--- config.mk ---
export PLATFORM = sky130hd
export DESIGN_NAME = brtrace_queue
export DESIGN_NICKNAME = d
export VERILOG_FILES = /design/src/rtl/brq_pkg.sv /design/src/rtl/brq_store.sv /design/src/rtl/brq_flag.sv /design/src/rtl/brq_bufdec.sv /design/src/rtl/brtrace_queue.sv
export SDC_FILE = /design/constraint.sdc
export NUM_CORES = 1
export LEC_CHECK = 0
export ABC_CLOCK_PERIOD_IN_PS = 1800
export BUFFER_PORTS_ARGS = -buffer_cell sky130_fd_sc_hd__buf_2
export CORE_ASPECT_RATIO = 0.5
export CORE_MARGIN = 8
export CORE_UTILIZATION = 55
export CTS_CLUSTER_SIZE = 28
export DETAILED_ROUTE_END_ITERATION = 6
export PLACE_DENSITY = 0.73
export SYNTH_ARGS = -nofsm -noshare
export SYNTH_HDL_FRONTEND = slang
export SYNTH_HIERARCHICAL = 1
export SYNTH_SLANG_ARGS = --single-unit
--- constraint.sdc ---
create_clock -name clk -period 1.8 [get_ports clk]
set_input_delay 0.18 -clock clk [delete_from_list [all_inputs] [get_ports clk]]
set_output_delay 0.18 -clock clk [all_outputs]
set_load 0.02 [all_outputs]
--- src/rtl/brq_pkg.sv ---
`timescale 1ns/1ps
package brq_pkg;
    localparam int ADDR_W = 28;
    localparam int PTR_W  = 3;
    localparam int WORD_W = 1 + PTR_W + ADDR_W;

    typedef struct packed {
        logic [PTR_W-1:0]  ptr;
        logic [ADDR_W-1:0] src;
        logic [ADDR_W-1:0] dst;
    } brq_entry_t;
endpackage

--- src/rtl/brq_store.sv ---
`timescale 1ns/1ps
module brq_store
    import brq_pkg::*;
#(
    parameter int DEPTH = 8
) (
    input  logic       clk,
    input  logic       push,
    input  brq_entry_t new_ent,
    output brq_entry_t ent_o [DEPTH]
);
    typedef struct {
        brq_entry_t slot [DEPTH];
    } store_t;

    store_t st_d, st_q;

    // Shift network: slot 0 takes new data, each deeper slot takes its neighbour.
    always_comb begin
        st_d = st_q;
        if (push) begin
            st_d.slot[0] = new_ent;
            for (int i = 1; i < DEPTH; i++) begin
                st_d.slot[i] = st_q.slot[i-1];
            end
        end
    end

    // Data storage carries no reset: only the flag is initialised.
    always_ff @(posedge clk) begin
        st_q <= st_d;
    end

    for (genvar g = 0; g < DEPTH; g++) begin : g_out
        assign ent_o[g] = st_q.slot[g];
    end
endmodule

--- src/rtl/brq_flag.sv ---
`timescale 1ns/1ps
module brq_flag (
    input  logic clk,
    input  logic rst_n,
    input  logic man_rst,
    input  logic set_i,
    input  logic clr_i,
    output logic flag_o
);
    typedef struct packed {
        logic flag;
    } flag_t;

    flag_t fl_d, fl_q;

    // Priority: manual reset, then capture, then read clear.
    always_comb begin
        fl_d = fl_q;
        if (man_rst) begin
            fl_d.flag = 1'b0;
        end else if (set_i) begin
            fl_d.flag = 1'b1;
        end else if (clr_i) begin
            fl_d.flag = 1'b0;
        end
    end

    always_ff @(posedge clk or negedge rst_n) begin
        if (!rst_n) begin
            fl_q <= '0;
        end else begin
            fl_q <= fl_d;
        end
    end

    assign flag_o = fl_q.flag;
endmodule

--- src/rtl/brq_bufdec.sv ---
`timescale 1ns/1ps
module brq_bufdec
    import brq_pkg::*;
(
    input  logic [PTR_W-1:0] ptr_i,
    output logic [PTR_W-1:0] buf_o
);
    localparam logic [PTR_W-1:0] ODD_OFS = PTR_W'(2);

    // Odd pointers name the slot two further on, wrapping modulo 2**PTR_W.
    always_comb begin
        if (ptr_i[0]) begin
            buf_o = ptr_i + ODD_OFS;
        end else begin
            buf_o = ptr_i;
        end
    end
endmodule

--- src/rtl/brtrace_queue.sv ---
`timescale 1ns/1ps
module brtrace_queue
    import brq_pkg::*;
#(
    parameter int DEPTH = 8,
    localparam int IDX_W = (DEPTH > 1) ? $clog2(DEPTH) : 1
) (
    input  logic              clk,
    input  logic              rst_n,
    input  logic              man_rst,
    input  logic              br_valid,
    input  logic [ADDR_W-1:0] br_src_addr,
    input  logic [PTR_W-1:0]  br_buf_ptr,
    input  logic [ADDR_W-1:0] br_dst_addr,
    input  logic              rd_en,
    input  logic              rd_sel,
    input  logic [IDX_W-1:0]  rd_idx,
    output logic [WORD_W-1:0] rd_data,
    output logic [PTR_W-1:0]  rd_buf_num
);
    brq_entry_t new_ent;
    brq_entry_t ent_q [DEPTH];
    brq_entry_t sel_ent;
    logic       flag_q;
    logic       dst_rd;

    assign new_ent.ptr = br_buf_ptr;
    assign new_ent.src = br_src_addr;
    assign new_ent.dst = br_dst_addr;
    assign dst_rd      = rd_en & rd_sel;

    brq_store #(.DEPTH(DEPTH)) u_store (
        .clk     (clk),
        .push    (br_valid),
        .new_ent (new_ent),
        .ent_o   (ent_q)
    );

    brq_flag u_flag (
        .clk     (clk),
        .rst_n   (rst_n),
        .man_rst (man_rst),
        .set_i   (br_valid),
        .clr_i   (dst_rd),
        .flag_o  (flag_q)
    );

    always_comb begin
        sel_ent = '0;
        for (int i = 0; i < DEPTH; i++) begin
            if (rd_idx == IDX_W'(i)) begin
                sel_ent = ent_q[i];
            end
        end
    end

    brq_bufdec u_dec (
        .ptr_i (sel_ent.ptr),
        .buf_o (rd_buf_num)
    );

    always_comb begin
        if (rd_sel) begin
            rd_data = {flag_q, {PTR_W{1'b0}}, sel_ent.dst};
        end else begin
            rd_data = {1'b0, sel_ent.ptr, sel_ent.src};
        end
    end
endmodule

# ---- Word level (Yosys, flattened, before mapping)
# Index checks and enable logic that the tools add are counted.
dict set report classes {
  mux 13
  n_reduce_logical 2
  add_sub_neg 1
  eq_ne 7
  n_bitwise 1
}
# op n
set ops {}
lappend ops {{$mux W59} 8}
lappend ops {{$mux W32} 1}
lappend ops {{$eq A3 B3 Y1 const B} 4}
lappend ops {{$eq A3 B2 Y1 const B} 2}
lappend ops {{$add A3 B2 Y3 const B} 1}
lappend ops {{$eq A3 B1 Y1 const B} 1}
lappend ops {{$logic_not A3 Y1} 1}
lappend ops {{$mux W1} 3}
lappend ops {{$mux W3} 1}
lappend ops {{$reduce_bool A3 Y1} 1}
lappend ops {{$and A1 B1 Y1} 1}
dict set report totals {
  regBits 473
  out_inout_bits 35
  inputBits 68
  word_cells 49
}

# ---- Logic depth before layout (Yosys ltp)
# Gate-level depths: netlist of the first run.
dict set report depth {
  depth_word 11
  mapped_depth 8
  ltp_nobuf 6
}

# ---- By module
# Netlist of the first run, hierarchy kept.
# mod cells_per_inst area_each_um2 seq_area_each_um2 n_inst
set by_module_without_submodules {}
lappend by_module_without_submodules {brq_store 472 14173.6 14173.6 1}
lappend by_module_without_submodules {brtrace_queue 480 5034.8 0.0 1}
lappend by_module_without_submodules {brq_flag 4 43.8 25.0 1}
lappend by_module_without_submodules {brq_bufdec 4 28.8 0.0 1}

# ---- Least setup slack after synthesis of the first run
# OpenSTA, ideal clock, no wires.
dict set report synth_timing {
  path_kind {input -> output}
  start {input rd_idx[1]}
  end {output rd_data[29]}
  required_ns 1.620
  path_stages 6
  arrival_ns 1.976
  n_path_buf 3
  setup_slack_ns -0.356
  path_cell_list {buf_4 buf_4 buf_2 nand2_1 o22ai_1 a2111oi_0}
}
dict set report synth_between {
  elab_chain_len 10
  word_cells_on_any_way 17
}
# item line_no
set synth_rtl {}
lappend synth_rtl {{start, declared} brtrace_queue.sv:17} ;# input logic [IDX_W-1:0] rd_idx,
lappend synth_rtl {{$logic_not A3 Y1} brtrace_queue.sv:51} ;# if (rd_idx == IDX_W'(i)) begin
lappend synth_rtl {{$mux W59 (7 in a row)} brtrace_queue.sv:51}
lappend synth_rtl {{$mux W59 (*)} brtrace_queue.sv:51}
lappend synth_rtl {{$mux W32 (*)} brtrace_queue.sv:63} ;# if (rd_sel) begin
lappend synth_rtl {{end, declared} brtrace_queue.sv:18} ;# output logic [WORD_W-1:0] rd_data,
# Every way passes the cells marked *; elsewhere a longest branch is shown, timed or not.

# ---- Worst setup path after layout of the first run
dict set report layout_timing {
  start {register u_store.st_q (netlist bit u_store/ent_o[351])}
  end {output rd_buf_num[2]}
}
dict set report layout_between {
  elab_chain_len 8
}
# item line_no
set layout_rtl {}
lappend layout_rtl {{start, declared} brq_store.sv:16} ;# store_t st_d, st_q;
lappend layout_rtl {{start signal, assigned} brq_store.sv:31} ;# st_q <= st_d;
lappend layout_rtl {{$mux W59 (*) (6 in a row)} brtrace_queue.sv:51}
lappend layout_rtl {{$add A3 B2 Y3} brq_bufdec.sv:13} ;# buf_o = ptr_i + ODD_OFS;
lappend layout_rtl {{$mux W3 (*)} brq_bufdec.sv:12} ;# if (ptr_i[0]) begin
lappend layout_rtl {{end, declared} brtrace_queue.sv:19} ;# output logic [PTR_W-1:0] rd_buf_num
# Marked as above.

==> impl_metrics.toml, run 1 <==
[run_status]
run_status = "finished with violations"
violations = "setup timing"

[place]
port_buffers = 102
dp.cells = 1569
gp_congestion = 0.790
detailed_place_hpwl_um = 23200

[critical_path]
worstSetupStartpointType = "flop"
startpoint = "u_store/ent_o[351]$_DFFE_PP_"
r2r-start = "u_store/ent_o[76]$_DFFE_PP_"
r2r_setup_slack_ns = 0.87
crit_arrival_ns = 2.07
crit_required_ns = 1.62
crit_end = "rd_buf_num[2]"
crit_type = "reg -> out"
path_max_fanout = 4
timing.rr.end = "u_store/ent_o[17]$_DFFE_PP_"
crit_path_end_kind = "output pin"
r2r_cells = 2

[drt]
detail-route-antenna-nets = 0
wl_per_cell_um = 22.5
post-route-drc-count = 0
avgViaCountPerCell = 5.85
firstDrtPassIters = 5
vias = 10200
drt_iter0_markers = 772
routed_wl_um = 39300

[cells_and_area]
fillCellCount = 2077
finalNetCount = 1306
final_layout_size_suffix_gt1_share_pct = 39.7
fin_cells = 1747
diodes = 0
syn_to_final_growth_pct = 23.6
regArea_mm2 = 0.0142
multi_input_area_mm2 = 0.00499

[sta]
setup_tns_ns = -9.95
finalSetupViolCount = 34
fin_crit_sh_pct = 125
skew_ns = 0.0102
fin_crit_ns = 2.25
rsz0062_at_grt = "true"
fin_ws_ns = -0.445
relSlewSlack_pct = 70.0
max_slew.worst_pin.slew_ns = 0.450
fmax_mhz = 445
hold_viol = 0
slew_violations = 0

[logic_synthesis]
synth_edf_count = 472
synth_cell_types = 30
synthTopCellsByArea = "edfxtp_1 (74%), mux4_2 (7.0%), mux2i_1 (4.5%)"
yosysTopAreaCell = "edfxtp_1"
syn-num-nets = 1028
async_reset_ff_share_pct = 0.211
synth-seq-area-share_pct = 73.6
syn_inst = 960
syn-cell-area_mm2 = 0.0193
syn_avg_cell_area_um2 = 20.1
synth_top_area_share_pct = 73.5
synth_most_common_cell = "edfxtp_1"
yosys_warnings = 6
ys.flop_type = "edfxtp_1"
ys_ff_latch = 473
synth_common_cells = "edfxtp_1 (472), mux2i_1 (87), mux4_2 (60)"

[min_path]
hold_path.class = "in -> reg"

[clock_tree]
clockRootBuffer = "clkbuf_16"
cts_sinks = 473
cts_made_buffers = 42
cts_tree = "built"
cts_max_level = 2
clkLatencyLatePin_ns = 0.55
cts_buffer_depth = 3
clkSlewWorstSetupHoldPaths_ns = 0.06

[die]
start_util_pct = 55.8
fp-row-count = 48
die_area_mm2 = 0.0417
ios = 103
core_area_mm2 = 0.0345
die_width_um = 281
fp.dieH_um = 148

[power_and_ir_drop]
leakage_uw = 0.00856
ir_drop_mv = 0.703
cellPowerDensity_mw_per_mm2 = 1060

[grt]
grt_max_degree = 66
antenna_found_initial = 0
grt.total_usage_pct = 18.4
overflow = 0
grt_pass1_wl_um = 60600
grt_pass1_vias = 10800

[job]
max_cap_violations = 0
-- how the worst min path moves through the flow --
stage | from | endpoint | slack (ns) | depth (start not counted)
2_1_floorplan | rst_n | u_flag/flag_o$_DFFE_PN0P_ | -0.12 | 0
3_3_place_gp | rst_n | u_flag/flag_o$_DFFE_PN0P_ | -0.04 | 1
3_5_place_dp | rst_n | u_flag/flag_o$_DFFE_PN0P_ | -0.04 | 1
4_1_cts | rd_en | u_flag/flag_o$_DFFE_PN0P_ | 0.0009 | 4
5_1_grt | rd_en | u_flag/flag_o$_DFFE_PN0P_ | 0.05 | 4
6_report | rd_en | u_flag/flag_o$_DFFE_PN0P_ | 0.02 | 4
-- placed cells by master (no fill, tap or decap), drive strengths merged, types with 4 or more instances in the layout --
master / n
a221oi: 56
a22oi: 56
and2: 4
buf: 232
bufinv: 6
clkbuf: 53
clkinv: 19
dlygate4sd3: 63
edfxtp: 472
mux2: 59
mux2i: 87
mux4: 60
nor2b: 59
o21ai: 28
-- state kept, by name, indices dropped and copies added (netlist names) --
register       flops
u_flag/flag_o      1
u_store/ent_o    472
-- per-layer routing --
metal / track usage (%) / part of all wire (%) / up-vias
li1: - / - / 4572
met1: 25.3 / 43 / 5290
met2: 30.2 / 50 / 291
met3: 3.22 / 5.2 / 69
met4: 5.22 / 2.3 / 0
met5: 0 / 0 / -
-- per-stage QoR --
stage / worst slack [ns] / cell area, µm² / hold slack, ns / power, µW / util, %
floorplan: 0.0556 / 19300 / -0.116 / 14600 / -
global placement: -0.229 / 21100 / -0.0375 / 15600 / 61.1
detailed placement: -0.273 / 21100 / -0.0389 / 15700 / 61.1
CTS: -0.458 / 23600 / 0.000925 / 25300 / 68.4
global route: -0.504 / 23800 / 0.0497 / 25900 / 69.0
finish: -0.445 / 23800 / 0.0170 / 25200 / 69.0
-- worst max-delay path: stages, from the launching register on --
cell and delay, ns:
edfxtp_1 0.40, mux4_2 0.48, mux2_4 0.32, nand2_4 0.07, xnor2_2 0.10, buf_4 0.16
-- report_power, final --
| group | internal, µW | switching, µW | total [µW] |
|---|---|---|---|
| logic | 1300 | 1300 | 2600 |
| registers | 12900 | 354 | 13300 |
| clock network | 5410 | 3870 | 9280 |
-- logic make-up (layout without fill, tap and decap cells) --
group,after synthesis,in the layout,synth area share (%)
buffers and inverters,64,376,2.06
xor gates and xnor gates,2,2,0.0909
DFF,473,473,73.6
AOI/OAI and AO/OA,145,145,7.01
muxes,206,206,15.0
and+or+nand+nor,70,70,2.22
-- cell type report --
class / instances / share of cell area, %
clock buffer: 52 / 4.83
clock inverter: 26 / 1.13
tap: 475 / 2.49
sequential: 473 / 59.6
inverter: 2 / 0.0367
multi-input combinational: 423 / 20.9
timing repair buffer: 296 / 11.0
-- what timing repair did --
action | in CTS | in global routing
hold buffers | 63 | 0
pin swaps | 15 | 30
setup buffers | 28 | 10
gates cloned | 0 | 0
endpoints found under the hold margin | 70 | 0
setup endpoints to repair | 34 | 34
resized for setup | 69 | 29
(Power assumes the default switching activity.)
==> inputs of run 2 (changes only) <==
TNS_END_PERCENT = 30   (was unset)
==> impl_metrics.toml, run 2 (synthesis results as in run 1) <==
[grt]
grt_max_degree = 77
grt_pass1_wl_um = 59500
grt.total_usage_pct = 17.9
grt_pass1_vias = 10600
antenna_found_initial = 0
overflow = 0

[power_and_ir_drop]
ir_drop_mv = 0.744
cellPowerDensity_mw_per_mm2 = 1040
leakage_uw = 0.00829

[cells_and_area]
syn_to_final_growth_pct = 20.9
final_layout_size_suffix_gt1_share_pct = 37.4
fillCellCount = 2179
final_cell_mix = "edfxtp_1 (472), buf_2 (80), mux2i_1 (76)"
regArea_mm2 = 0.0142
layout_commonest_cell = "edfxtp_1"
multi_input_area_mm2 = 0.00495
finalNetCount = 1270
postLayoutCellArea_mm2 = 0.0233
largest_reg_flops = 472
diodes = 0

[die]
start_util_pct = 55.8
ios = 103
die_area_mm2 = 0.0417
die_width_um = 281
core_area_mm2 = 0.0345
fp.dieH_um = 148
fp-row-count = 48

[place]
gp_congestion = 0.800
detailed_place_hpwl_um = 22600
pre_cts_ws_ns = -0.345
placed_cell_area_mm2 = 0.0210
port_buffers = 102

[run_status]
violations = "setup timing"
run_status = "finished with violations"

[clock_tree]
clkLatencyLatePin_ns = 0.54
cts_buffer_depth = 3
cts_tree = "built"
cts_max_level = 2
clkSlewWorstSetupHoldPaths_ns = 0.07
cts_sinks = 473
cts_made_buffers = 41
clockRootBuffer = "clkbuf_16"

[drt]
wl_met1_um = 16700
wl_met3_um = 1770
firstDrtPassIters = 5
routed_wl_um = 38000
vias = 10200
post-route-drc-count = 0
top_layer = "met4"
wl_per_cell_um = 22.3
drt_iter0_markers = 863
avgViaCountPerCell = 5.95
wl_met2_um = 18600
detail-route-antenna-nets = 0

[sta]
relSlewSlack_pct = 40.0
max_slew.worst_pin.slew_ns = 0.896
fin_crit_ns = 2.25
fin_ws_ns = -0.451
rsz0062_at_grt = "true"
slew_violations = 0
fmax_mhz = 444
fin_crit_sh_pct = 125
finalSetupViolCount = 34
hold_viol = 0
skew_ns = 0.0146

[min_path]
hold_path.class = "in -> reg"

[critical_path]
crit_arrival_ns = 2.07
crit_required_ns = 1.62
crit_path_end_kind = "output pin"
r2r_setup_slack_ns = 0.61
path_max_fanout = 4
worstSetupStartpointType = "flop"
crit_type = "reg -> out"

[job]
max_cap_violations = 0
## run 2: cell types whose count changed in the layout (fill, tap and decap cells not counted), moves of 2 or more
cell,before,now
a221oi_2,55,53
a22oi_1,41,44
a22oi_2,15,12
buf_12,28,26
buf_2,71,80
buf_4,116,75
buf_6,16,14
bufinv_16,6,4
clkbuf_16,45,41
clkinv_1,13,11
clkinv_2,6,10
mux2i_4,3,1
## run 2: where the power goes
group          switching [µW]  total, µW  internal (µW)
Clock                    3780       8530           4750
Combinational            1270       2470           1200
Sequential                341      13300          12900
## run 2: repair_timing
action,CTS,global route
setup endpoints to repair,34,34
pin swaps,4,13
buffers inserted,6,8
hold buffers,63,0
gates resized for setup,48,32
endpoints found under the hold margin,61,0
cloned,0,1
## run 2: per-stage QoR
stage          cells  hold slack [ns]  total power (µW)  TNS, ns  utilization [%]
2_1_floorplan    960           -0.116             14600  -0.0379                -
6_report        1706           0.0344             24300   -10.20             67.5
5_1_grt         1706           0.0245             25100   -12.82             67.5
3_5_place_dp    1557          -0.0444             15600    -7.05             60.8
3_3_place_gp    1557          -0.0446             15500    -5.76             60.8
4_1_cts         1697           0.0141             24400   -11.12             66.9
## run 2: cell type report
| cell class | count | area share [%] |
|---|---|---|
| flip-flops and latches | 473 | 60.9 |
| multi-input cells | 424 | 21.2 |
| repair buffers | 260 | 9.87 |
| clock buffers | 47 | 4.50 |
| well taps | 475 | 2.55 |
| clock inverters | 25 | 0.918 |
| inverters | 2 | 0.0376 |
## run 2: critical path, stage by stage, from the launching register on
cell and delay [ns]:
edfxtp_1 0.40, mux4_2 0.47, mux2_4 0.31, nand2_2 0.07
xnor2_1 0.12, buf_4 0.17
## run 2: worst paths after layout
check,from,endpoint,cells after the start
worst max-delay path,u_store/ent_o[469]$_DFFE_PP_,rd_buf_num[2],5
worst min-delay path,br_valid,u_store/ent_o[37]$_DFFE_PP_,1
worst max register to register,u_flag/flag_o$_DFFE_PN0P_,u_flag/flag_o$_DFFE_PN0P_,3
worst min register to register,u_store/ent_o[273]$_DFFE_PP_,u_store/ent_o[214]$_DFFE_PP_,0
max in group asynchronous,rst_n,u_flag/flag_o$_DFFE_PN0P_,3
min in group asynchronous,rst_n,u_flag/flag_o$_DFFE_PN0P_,3
## run 2: per-layer routing
metal  up-vias  track usage (%)
li1       4499                -
met1      5318             24.9
met2       261             29.2
met3        72             3.00
met4         0             5.24
met5         -                0
